[src/rtl/ftx_pkg.sv]
package ftx_pkg;

   typedef enum logic [1:0] {
      ST_IDLE = 2'd0,
      ST_SYNC = 2'd1,
      ST_PAY  = 2'd2,
      ST_GAP  = 2'd3
   } ftx_state_e;

   function automatic int unsigned ftx_max(input int unsigned a, input int unsigned b);
      return (a > b) ? a : b;
   endfunction

endpackage

[src/rtl/ftx_edge_detect.sv]
module ftx_edge_detect (
   input  logic clk,
   input  logic rst_n,
   input  logic level_in,
   output logic rise
);

   logic level_q;

   always_ff @(posedge clk) begin
      if (!rst_n) begin
         level_q <= 1'b0;
      end else begin
         level_q <= level_in;
      end
   end

   assign rise = level_in & ~level_q;

endmodule

[src/rtl/ftx_seq.sv]
module ftx_seq
   import ftx_pkg::*;
#(
   parameter int unsigned SYNC_LEN  = 14,
   parameter int unsigned PAY_SHORT = 4688,
   parameter int unsigned PAY_LONG  = 6992,
   parameter int unsigned STUFF_LEN = 4,
   localparam int unsigned MAXC     = ftx_max(ftx_max(PAY_SHORT, PAY_LONG), SYNC_LEN),
   localparam int unsigned CW       = $clog2(MAXC + 1),
   localparam int unsigned GW       = $clog2(STUFF_LEN + 1)
) (
   input  logic            clk,
   input  logic            rst_n,
   input  logic            rise,
   input  logic            len_sel,
   output ftx_state_e      state,
   output logic [CW-1:0]   idx,
   output logic            err
);

   localparam logic [CW-1:0] SYNC_LAST  = CW'(SYNC_LEN - 1);
   localparam logic [CW-1:0] SHORT_LAST = CW'(PAY_SHORT - 1);
   localparam logic [CW-1:0] LONG_LAST  = CW'(PAY_LONG - 1);
   localparam logic [GW-1:0] GAP_OK     = GW'(STUFF_LEN - 1);
   localparam logic [GW-1:0] GAP_SAT    = GW'(STUFF_LEN);

   ftx_state_e      state_q;
   logic [CW-1:0]   cnt_q;
   logic [GW-1:0]   gap_q;
   logic            long_q;
   logic            err_q;
   logic [CW-1:0]   pay_last;
   logic            at_pay_end;
   logic            legal_rise;

   assign pay_last   = long_q ? LONG_LAST : SHORT_LAST;
   assign at_pay_end = (state_q == ST_PAY) && (cnt_q == pay_last);

   always_comb begin
      unique case (state_q)
         ST_IDLE: legal_rise = 1'b1;
         ST_PAY:  legal_rise = at_pay_end;
         ST_GAP:  legal_rise = (gap_q == GAP_OK);
         default: legal_rise = 1'b0;
      endcase
   end

   always_ff @(posedge clk) begin
      if (!rst_n) begin
         state_q <= ST_IDLE;
         cnt_q   <= '0;
         gap_q   <= '0;
         long_q  <= 1'b0;
         err_q   <= 1'b0;
      end else if (rise) begin
         state_q <= ST_SYNC;
         cnt_q   <= '0;
         gap_q   <= '0;
         long_q  <= len_sel;
         err_q   <= ~legal_rise;
      end else begin
         err_q <= 1'b0;
         unique case (state_q)
            ST_SYNC: begin
               if (cnt_q == SYNC_LAST) begin
                  state_q <= ST_PAY;
                  cnt_q   <= '0;
               end else begin
                  cnt_q <= cnt_q + 1'b1;
               end
            end
            ST_PAY: begin
               if (at_pay_end) begin
                  state_q <= ST_GAP;
                  gap_q   <= '0;
               end else begin
                  cnt_q <= cnt_q + 1'b1;
               end
            end
            ST_GAP: begin
               if (gap_q != GAP_SAT) begin
                  gap_q <= gap_q + 1'b1;
               end
            end
            default: begin
               state_q <= ST_IDLE;
            end
         endcase
      end
   end

   assign state = state_q;
   assign idx   = cnt_q;
   assign err   = err_q;

endmodule

[src/rtl/ftx_sync_shreg.sv]
module ftx_sync_shreg #(
   parameter int unsigned     SYNC_LEN  = 14,
   parameter logic [SYNC_LEN-1:0] SYNC_WORD = 14'h2C8D,
   parameter int unsigned     CW        = 13
) (
   input  logic          clk,
   input  logic          rst_n,
   input  logic          in_sync,
   input  logic [CW-1:0] idx,
   output logic          sync_bit
);

   logic [SYNC_LEN-1:0] sr_q;
   logic                first;

   assign first = (idx == '0);

   always_ff @(posedge clk) begin
      if (!rst_n) begin
         sr_q <= '0;
      end else if (in_sync) begin
         sr_q <= first ? (SYNC_WORD << 1) : (sr_q << 1);
      end
   end

   assign sync_bit = first ? SYNC_WORD[SYNC_LEN-1] : sr_q[SYNC_LEN-1];

endmodule

[src/rtl/ftx_line_mux.sv]
module ftx_line_mux
   import ftx_pkg::*;
(
   input  ftx_state_e state,
   input  logic       sync_bit,
   input  logic       pay_bit,
   output logic       line_out,
   output logic       data_req
);

   always_comb begin
      line_out = 1'b0;
      data_req = 1'b0;
      unique case (state)
         ST_SYNC: line_out = sync_bit;
         ST_PAY: begin
            line_out = pay_bit;
            data_req = 1'b1;
         end
         default: line_out = 1'b0;
      endcase
   end

endmodule

[src/rtl/serial_framer_tx.sv]
module serial_framer_tx
   import ftx_pkg::*;
#(
   parameter int unsigned         SYNC_LEN  = 14,
   parameter logic [SYNC_LEN-1:0] SYNC_WORD = 14'h2C8D,
   parameter int unsigned         PAY_SHORT = 4688,
   parameter int unsigned         PAY_LONG  = 6992,
   parameter int unsigned         STUFF_LEN = 4,
   parameter int unsigned         SYNC_IMPL = 0,
   localparam int unsigned        MAXC      = ftx_max(ftx_max(PAY_SHORT, PAY_LONG), SYNC_LEN),
   localparam int unsigned        CW        = $clog2(MAXC + 1)
) (
   input  logic clk,
   input  logic rst_n,
   input  logic frame_pulse,
   input  logic len_sel,
   input  logic pay_bit,
   output logic line_out,
   output logic data_req,
   output logic frame_err
);

   if (SYNC_LEN < 2) begin : g_bad_sync
      $error("SYNC_LEN must be at least 2");
   end
   if (PAY_SHORT < 2 || PAY_LONG < 2) begin : g_bad_pay
      $error("payload lengths must be at least 2");
   end
   if (STUFF_LEN < 1) begin : g_bad_stuff
      $error("STUFF_LEN must be at least 1");
   end
   if (SYNC_IMPL > 1) begin : g_bad_impl
      $error("SYNC_IMPL must be 0 or 1");
   end

   logic          rise;
   ftx_state_e    state;
   logic [CW-1:0] idx;
   logic          sync_bit;

   ftx_edge_detect u_edge (
      .clk      (clk),
      .rst_n    (rst_n),
      .level_in (frame_pulse),
      .rise     (rise)
   );

   ftx_seq #(
      .SYNC_LEN  (SYNC_LEN),
      .PAY_SHORT (PAY_SHORT),
      .PAY_LONG  (PAY_LONG),
      .STUFF_LEN (STUFF_LEN)
   ) u_seq (
      .clk     (clk),
      .rst_n   (rst_n),
      .rise    (rise),
      .len_sel (len_sel),
      .state   (state),
      .idx     (idx),
      .err     (frame_err)
   );

   if (SYNC_IMPL == 0) begin : g_sync_mux
      localparam logic [CW-1:0] TOP = CW'(SYNC_LEN - 1);
      logic [CW-1:0] pick;
      assign pick     = TOP - idx;
      assign sync_bit = SYNC_WORD[pick[$clog2(SYNC_LEN)-1:0]];
   end else begin : g_sync_shreg
      ftx_sync_shreg #(
         .SYNC_LEN  (SYNC_LEN),
         .SYNC_WORD (SYNC_WORD),
         .CW        (CW)
      ) u_shreg (
         .clk      (clk),
         .rst_n    (rst_n),
         .in_sync  (state == ST_SYNC),
         .idx      (idx),
         .sync_bit (sync_bit)
      );
   end

   ftx_line_mux u_mux (
      .state    (state),
      .sync_bit (sync_bit),
      .pay_bit  (pay_bit),
      .line_out (line_out),
      .data_req (data_req)
   );

endmodule

[config.mk]
export PLATFORM = sky130hd
export DESIGN_NAME = serial_framer_tx
export DESIGN_NICKNAME = d
export VERILOG_FILES = /design/src/rtl/ftx_pkg.sv /design/src/rtl/ftx_edge_detect.sv /design/src/rtl/ftx_seq.sv /design/src/rtl/ftx_sync_shreg.sv /design/src/rtl/ftx_line_mux.sv /design/src/rtl/serial_framer_tx.sv
export SDC_FILE = /design/constraint.sdc
export NUM_CORES = 1
export LEC_CHECK = 0
export BUFFER_PORTS_ARGS = -buffer_cell sky130_fd_sc_hd__buf_2
export CORE_MARGIN = 2
export CORE_UTILIZATION = 50
export DETAILED_ROUTE_END_ITERATION = 8
export PLACE_DENSITY = 0.77
export SETUP_SLACK_MARGIN = 0.1
export SYNTH_ARGS = -nofsm -noshare
export SYNTH_HDL_FRONTEND = slang
export SYNTH_SLANG_ARGS = --single-unit
[constraint.sdc]
create_clock -name clk -period 2.5 [get_ports clk]
set_input_delay 0.125 -clock clk [delete_from_list [all_inputs] [get_ports clk]]
set_output_delay 0.125 -clock clk [all_outputs]
set_load 0.01 [all_outputs]
==> results of run 1 <==
[final timing paths]
kind,startpoint,end,depth (start not counted)
max,u_seq.idx[4],u_seq.state[1],5
min,rst_n,u_seq.err,3
max reg2reg,u_seq.idx[4],u_seq.state[1],5
min reg2reg,u_seq.gap_q[2],u_seq.gap_q[2],2
[stage by stage]
stage	std cells	worst slack, ns
2_1_floorplan	144	0.543
3_3_place_gp	176	0.487
3_5_place_dp	176	0.416
4_1_cts	181	0.390
5_1_grt	181	0.213
6_report	181	0.400
[synthesized netlist by cell type, types with 2 or more instances]
library cell and n:
a31oi_1 2, dfxtp_1 21, xnor2_1 4, nor2_1 15, inv_1 10, clkbuf_1 4
a2111o_1 2, nand4_1 2, ha_1 10, or4_1 2, nand2_1 10, a211oi_1 4
a21oi_1 8, o211ai_1 2, and2_1 2, o21ai_0 5, mux2i_1 2, xor2_1 3
nand3_1 11, nor3_1 2, nor2b_1 2, nand2b_1 5
[worst max-delay path, stage by stage, from the launching register on]
cell and delay [ns]:
dfxtp_1 0.38, or4_4 0.56, a2111o_1 0.45, a221oi_2 0.36, nor2_1 0.08, a211oi_1 0.19
[logic make-up (layout without fill, tap and decap cells)]
kind of cell | after synthesis | after routing | synth area share, %
compound gates | 32 | 32 | 19.5
buf+inv | 14 | 23 | 4.33
simple gates | 58 | 58 | 24.6
fa+ha+maj | 10 | 10 | 10.3
xor+xnor | 7 | 7 | 5.05
flops | 21 | 21 | 34.6
mux | 2 | 2 | 1.65
[registers in the layout (all words and copies together), names as in the netlist]
register        cells
u_seq.idx          13
u_seq.gap_q         3
u_seq.state         2
u_edge.level_q      1
u_seq.err           1
u_seq.long_q        1
[metal layers]
metal  GRT usage [%]  vias to the layer above  routed length, um
met5               0                        -                  0
met4            9.83                        0                 42
met3            5.93                        5                181
met2            32.7                       42               1160
met1            28.2                      494               1090
li1                -                      537                  -
[layout make-up]
class                           count  area (um^2)
Clock buffer                        3         22.5
Multi-Input combinational cell    109          742
Inverter                           10         37.5
Tap cell                           28         35.0
Timing Repair Buffer                9         52.6
Sequential cell                    21          420
Fill cell                         219          940
Clock inverter                      1         5.00
[power groups by stage]
stage	Clock (W)	Combinational [W]	Sequential (W)
6_report	0.000168	0.000229	0.000376
4_1_cts	0.000178	0.000230	0.000376
3_5_place_dp	0	0.000227	0.000383
3_3_place_gp	0	0.000220	0.000381
2_1_floorplan	0	0.000172	0.000380
5_1_grt	0.000187	0.000257	0.000379
==> run_results.csv, run 1 <==
group,metric,value,unit
outcome,status,"finished, final reports clean",
grt,grt_pass1_wl,4.40,mm
floorplanning,start_util,53.9,%
cts,clockBufferDepth,2,
route,drt-initial-drc-count,29,
route,vias_per_cell,5.96,
cts,cts-hold-fix-buffers,1,
yosys,synthArstFlopShare,0,%
power_and_ir_drop,p_switching,0.000269,W
timing,finalCriticalPeriod,2.10,ns
yosys,yosys_register_bits,21,
setup_path,path_class,"flop to flop",
grt,grt_pass1_vias,990,
route,avgRoutedWirePerCell,13.7,um
yosys,synth_edf_count,0,
setup_path,reg2reg_slack,0.40,ns
final_layout,drive_gt1_share,11.1,%
yosys,synth_largest_area_cell,"dfxtp_1",
final_layout,diodes,0,
route,wl,2.48,mm
cts,cts_root_buf,"clkbuf_4",
power_and_ir_drop,p_per_area,588,mW/mm^2
timing,finalSetupViolCount,0,
final_layout,postLayoutCoreUtil,58.3,%
cts,cts_tree,"built",
cts,post_cts_buffers,0,
yosys,ys_warn_count,0,
power_and_ir_drop,power.leakage,0.497,nW
setup_path,required,2.75,ns
power_and_ir_drop,ir_drop,0.493,mV
power_and_ir_drop,power,0.000773,W
floorplanning,num_rows,17,
route,dr.pass1.iters,4,
grt,overflow,0,
final_layout,final_area,0.00132,mm^2
power_and_ir_drop,p_sw_share,34.8,%
timing,skew,0.0177,ns
yosys,synth_area,0.00121,mm^2
power_and_ir_drop,power_frac_comb,29.6,%
job,maxCapViolCount,0,
timing,slew_headroom,56.7,%
cts,path_clk_slew,0.13,ns
floorplanning,chipWidth,53.3,um
cts,cts_sinks,21,
final_layout,layout_common_cells,"dfxtp_1 (21), nor2_1 (15), nand3_1 (11)",
yosys,synth_top_flop_cell,"dfxtp_1",
setup_path,critPathMaxFanout,6,
timing,whs,0.0437,ns
power_and_ir_drop,clockPowerShare,21.7,%
yosys,synthDominantCellAreaShare,34.6,%
setup_path,startpoint_type,"flop",
yosys,netlist_top_cells_area,"dfxtp_1 (35%), ha_1 (10%), nor2_1 (4.6%), nand3_1 (4.5%), a21oi_1 (3.3%)",
timing,tns,0,ns
timing,slew_violations,0,
grt,antenna_found_initial,0,
min_path,hold_class,"input pin to flop",
final_layout,area_growth,8.24,%
place,dpl.hpwl,1.91,mm
setup_path,worstPathArrival,2.35,ns
yosys,syn_inst,144,
place,io_buffers,7,
timing,max_freq,0.476,GHz
power_and_ir_drop,internal_power,0.000504,W
yosys,yosysUniqueCellTypes,38,
cts,h-tree-depth,1,
final_layout,layout_commonest_cell,"dfxtp_1",
route,drc,0,
yosys,avgSynthCellArea,8.44,um^2
timing,min_period_over_period,84.0,%
route,ant_nets,0,
floorplanning,dieArea,0.00284,mm^2
place,place_area,0.00128,mm^2
place,routabilityCongestion,0.922,
setup_path,endpoint_kind,"flop",
route,dr_total_vias,1078,
timing,worst_pin_slew,0.649,ns
final_layout,num-nets-final,169,
floorplanning,pin_count,8,
power_and_ir_drop,seq_power_share,48.7,%
cts,cts_resized,0,
yosys,yosysSeqAreaShare,34.6,%
grt,grt_max_degree,13,
grt,grt_use_total,21.6,%
cts,numCtsBuffers,3,
cts,clk_latency,0.32,ns
timing,finalHoldViolCount,0,
floorplanning,fp.coreArea,0.00225,mm^2
yosys,syn_nets,159,
floorplanning,dieHeight,53.3,um
timing,rsz0062_at_grt,"no",
(Power assumes the default switching activity.)
==> run 2: changes to the inputs <==
==> constraint.sdc (replaced) <==
create_clock -name clk -period 2.1 [get_ports clk]
set_input_delay 0.105 -clock clk [delete_from_list [all_inputs] [get_ports clk]]
set_output_delay 0.105 -clock clk [all_outputs]
set_load 0.01 [all_outputs]
==> run_results.csv, run 2 (synthesized netlist as in run 1, its figures left out) <==
group,metric,value,unit
grt,antenna_found_initial,0,
route,drt-initial-drc-count,24,
min_path,hold_class,"input pin to flop",
final_layout,layout_commonest_cell,"dfxtp_1",
grt,grt_use_total,22.5,%
setup_path,required,2.36,ns
timing,finalSetupViolCount,0,
setup_path,reg2reg_slack,0.09,ns
final_layout,largest_reg_flops,13,
power_and_ir_drop,power_frac_comb,34.2,%
place,io_buffers,7,
cts,h-tree-depth,1,
cts,clockBufferDepth,2,
route,avgRoutedWirePerCell,14.8,um
floorplanning,num_rows,17,
route,dr_total_vias,1131,
timing,finalHoldViolCount,0,
timing,finalCriticalPeriod,2.01,ns
floorplanning,fp.coreArea,0.00225,mm^2
power_and_ir_drop,p_per_area,678,mW/mm^2
floorplanning,dieHeight,53.3,um
power_and_ir_drop,power,0.000988,W
setup_path,worstSetupEndpoint,"u_seq.idx[2]",
cts,numCtsBuffers,3,
timing,slew_headroom,71.2,%
floorplanning,start_util,53.9,%
final_layout,drive_gt1_share,24.4,%
route,vias_per_cell,5.89,
final_layout,area_growth,20.0,%
setup_path,r2r_cells,5,
timing,worst_pin_slew,0.431,ns
timing,tns,0,ns
power_and_ir_drop,p_switching,0.000353,W
cts,clk_latency,0.31,ns
route,drc,0,
cts,cts_sinks,21,
timing,fin_ws,0.0853,ns
job,maxCapViolCount,0,
grt,grt_max_degree,13,
place,pre_cts_slack,-0.000231,ns
timing,max_freq,0.496,GHz
timing,slew_violations,0,
floorplanning,pin_count,8,
place,dpl.hpwl,2.10,mm
setup_path,critPathLaunch,"u_seq.idx[5]",
setup_path,path_class,"flop to flop",
timing,skew,0.00287,ns
setup_path,r2r_end,"u_seq.idx[2]",
setup_path,critPathMaxFanout,8,
route,wl,2.84,mm
route,dr.pass1.iters,4,
cts,path_clk_slew,0.12,ns
timing,min_period_over_period,95.9,%
grt,grt_pass1_vias,1061,
power_and_ir_drop,internal_power,0.000635,W
route,ant_nets,0,
power_and_ir_drop,p_sw_share,35.7,%
floorplanning,chipWidth,53.3,um
cts,cts-hold-fix-buffers,0,
final_layout,diodes,0,
cts,cts_root_buf,"clkbuf_4",
power_and_ir_drop,ir_drop,0.524,mV
floorplanning,dieArea,0.00284,mm^2
cts,cts_tree,"built",
grt,grt_pass1_wl,4.62,mm
final_layout,n_fill_cell,203,
setup_path,endpoint_kind,"flop",
place,routabilityCongestion,0.894,
outcome,status,"finished, final reports clean",
power_and_ir_drop,power.leakage,0.557,nW
power_and_ir_drop,seq_power_share,45.6,%
grt,overflow,0,
timing,rsz0062_at_grt,"yes",
final_layout,num-nets-final,180,
power_and_ir_drop,clockPowerShare,20.2,%
setup_path,r2r-start,"u_seq.idx[5]",
setup_path,worstPathArrival,2.28,ns
setup_path,startpoint_type,"flop",
final_layout,layout_common_cells,"dfxtp_1 (17), nor2_1 (15), buf_4 (13)",
run 2: changes by cell type in the layout (fill, tap and decap cells not counted), moves of 2 or more:
cell and delta:
buf_4 +12, dfxtp_1 -4, a21oi_1 -2, dfxtp_2 +2
dfxtp_4 +2
run 2: repair_timing:
action | CTS | global route
endpoints found under the setup margin | 6 | 17
pin swaps | 1 | 4
buffers inserted | 1 | 1
resized for setup | 2 | 13
run 2: how the worst min path moves through the flow:
stage	slack [ns]	endpoint	cells after the start	startpoint
after floorplan	0.22	u_seq.err	2	rst_n
after global placement	0.32	u_edge.level_q	2	frame_pulse
after detailed placement	0.35	u_edge.level_q	2	frame_pulse
after CTS	0.02	u_edge.level_q	2	frame_pulse
after global routing	0.01	u_edge.level_q	2	frame_pulse
final	0.02	u_edge.level_q	2	frame_pulse
run 2: metal layers:
layer / part of all wire, % / GRT usage, % / up-vias
met5: 0 / 0 / -
met4: 2.3 / 10.7 / 0
met1: 45 / 26.4 / 540
met3: 2.5 / 3.39 / 9
li1: - / - / 561
met2: 50 / 39.3 / 21
run 2: critical path, cell delays in order, from the launching register on:
cell and delay [ns]:
dfxtp_4 0.37, or4_4 0.54, a2111oi_4 0.46, a21oi_4 0.16
a211oi_1 0.30, a31o_2 0.14
run 2: power groups by stage:
stage / logic (W) / clock network, W / registers [W]
after floorplan: 0.000205 / 0 / 0.000452
after global routing: 0.000363 / 0.000223 / 0.000454
after global placement: 0.000269 / 0 / 0.000455
after CTS: 0.000305 / 0.000199 / 0.000448
final: 0.000338 / 0.000200 / 0.000450
after detailed placement: 0.000280 / 0 / 0.000457
run 2: metrics by stage:
| stage | area [um^2] | utilization (%) | hold slack (ns) | cells |
|---|---|---|---|---|
| 2_1_floorplan | 1210 | - | 0.224 | 144 |
| 3_3_place_gp | 1350 | 60.0 | 0.320 | 186 |
| 3_5_place_dp | 1350 | 60.0 | 0.350 | 186 |
| 4_1_cts | 1400 | 61.9 | 0.0243 | 191 |
| 5_1_grt | 1460 | 64.7 | 0.0114 | 192 |
| 6_report | 1460 | 64.7 | 0.0207 | 192 |
run 2: area by class of cell:
cell class                      instances  area, um^2  share of cell area (%)
Clock buffer                            3        22.5                    1.55
Clock inverter                          1        5.00                   0.343
Inverter                               10        37.5                    2.58
Multi-Input combinational cell        109         795                    54.5
Sequential cell                        21         430                    29.5
Tap cell                               28        35.0                    2.40
Timing Repair Buffer                   20         133                    9.10
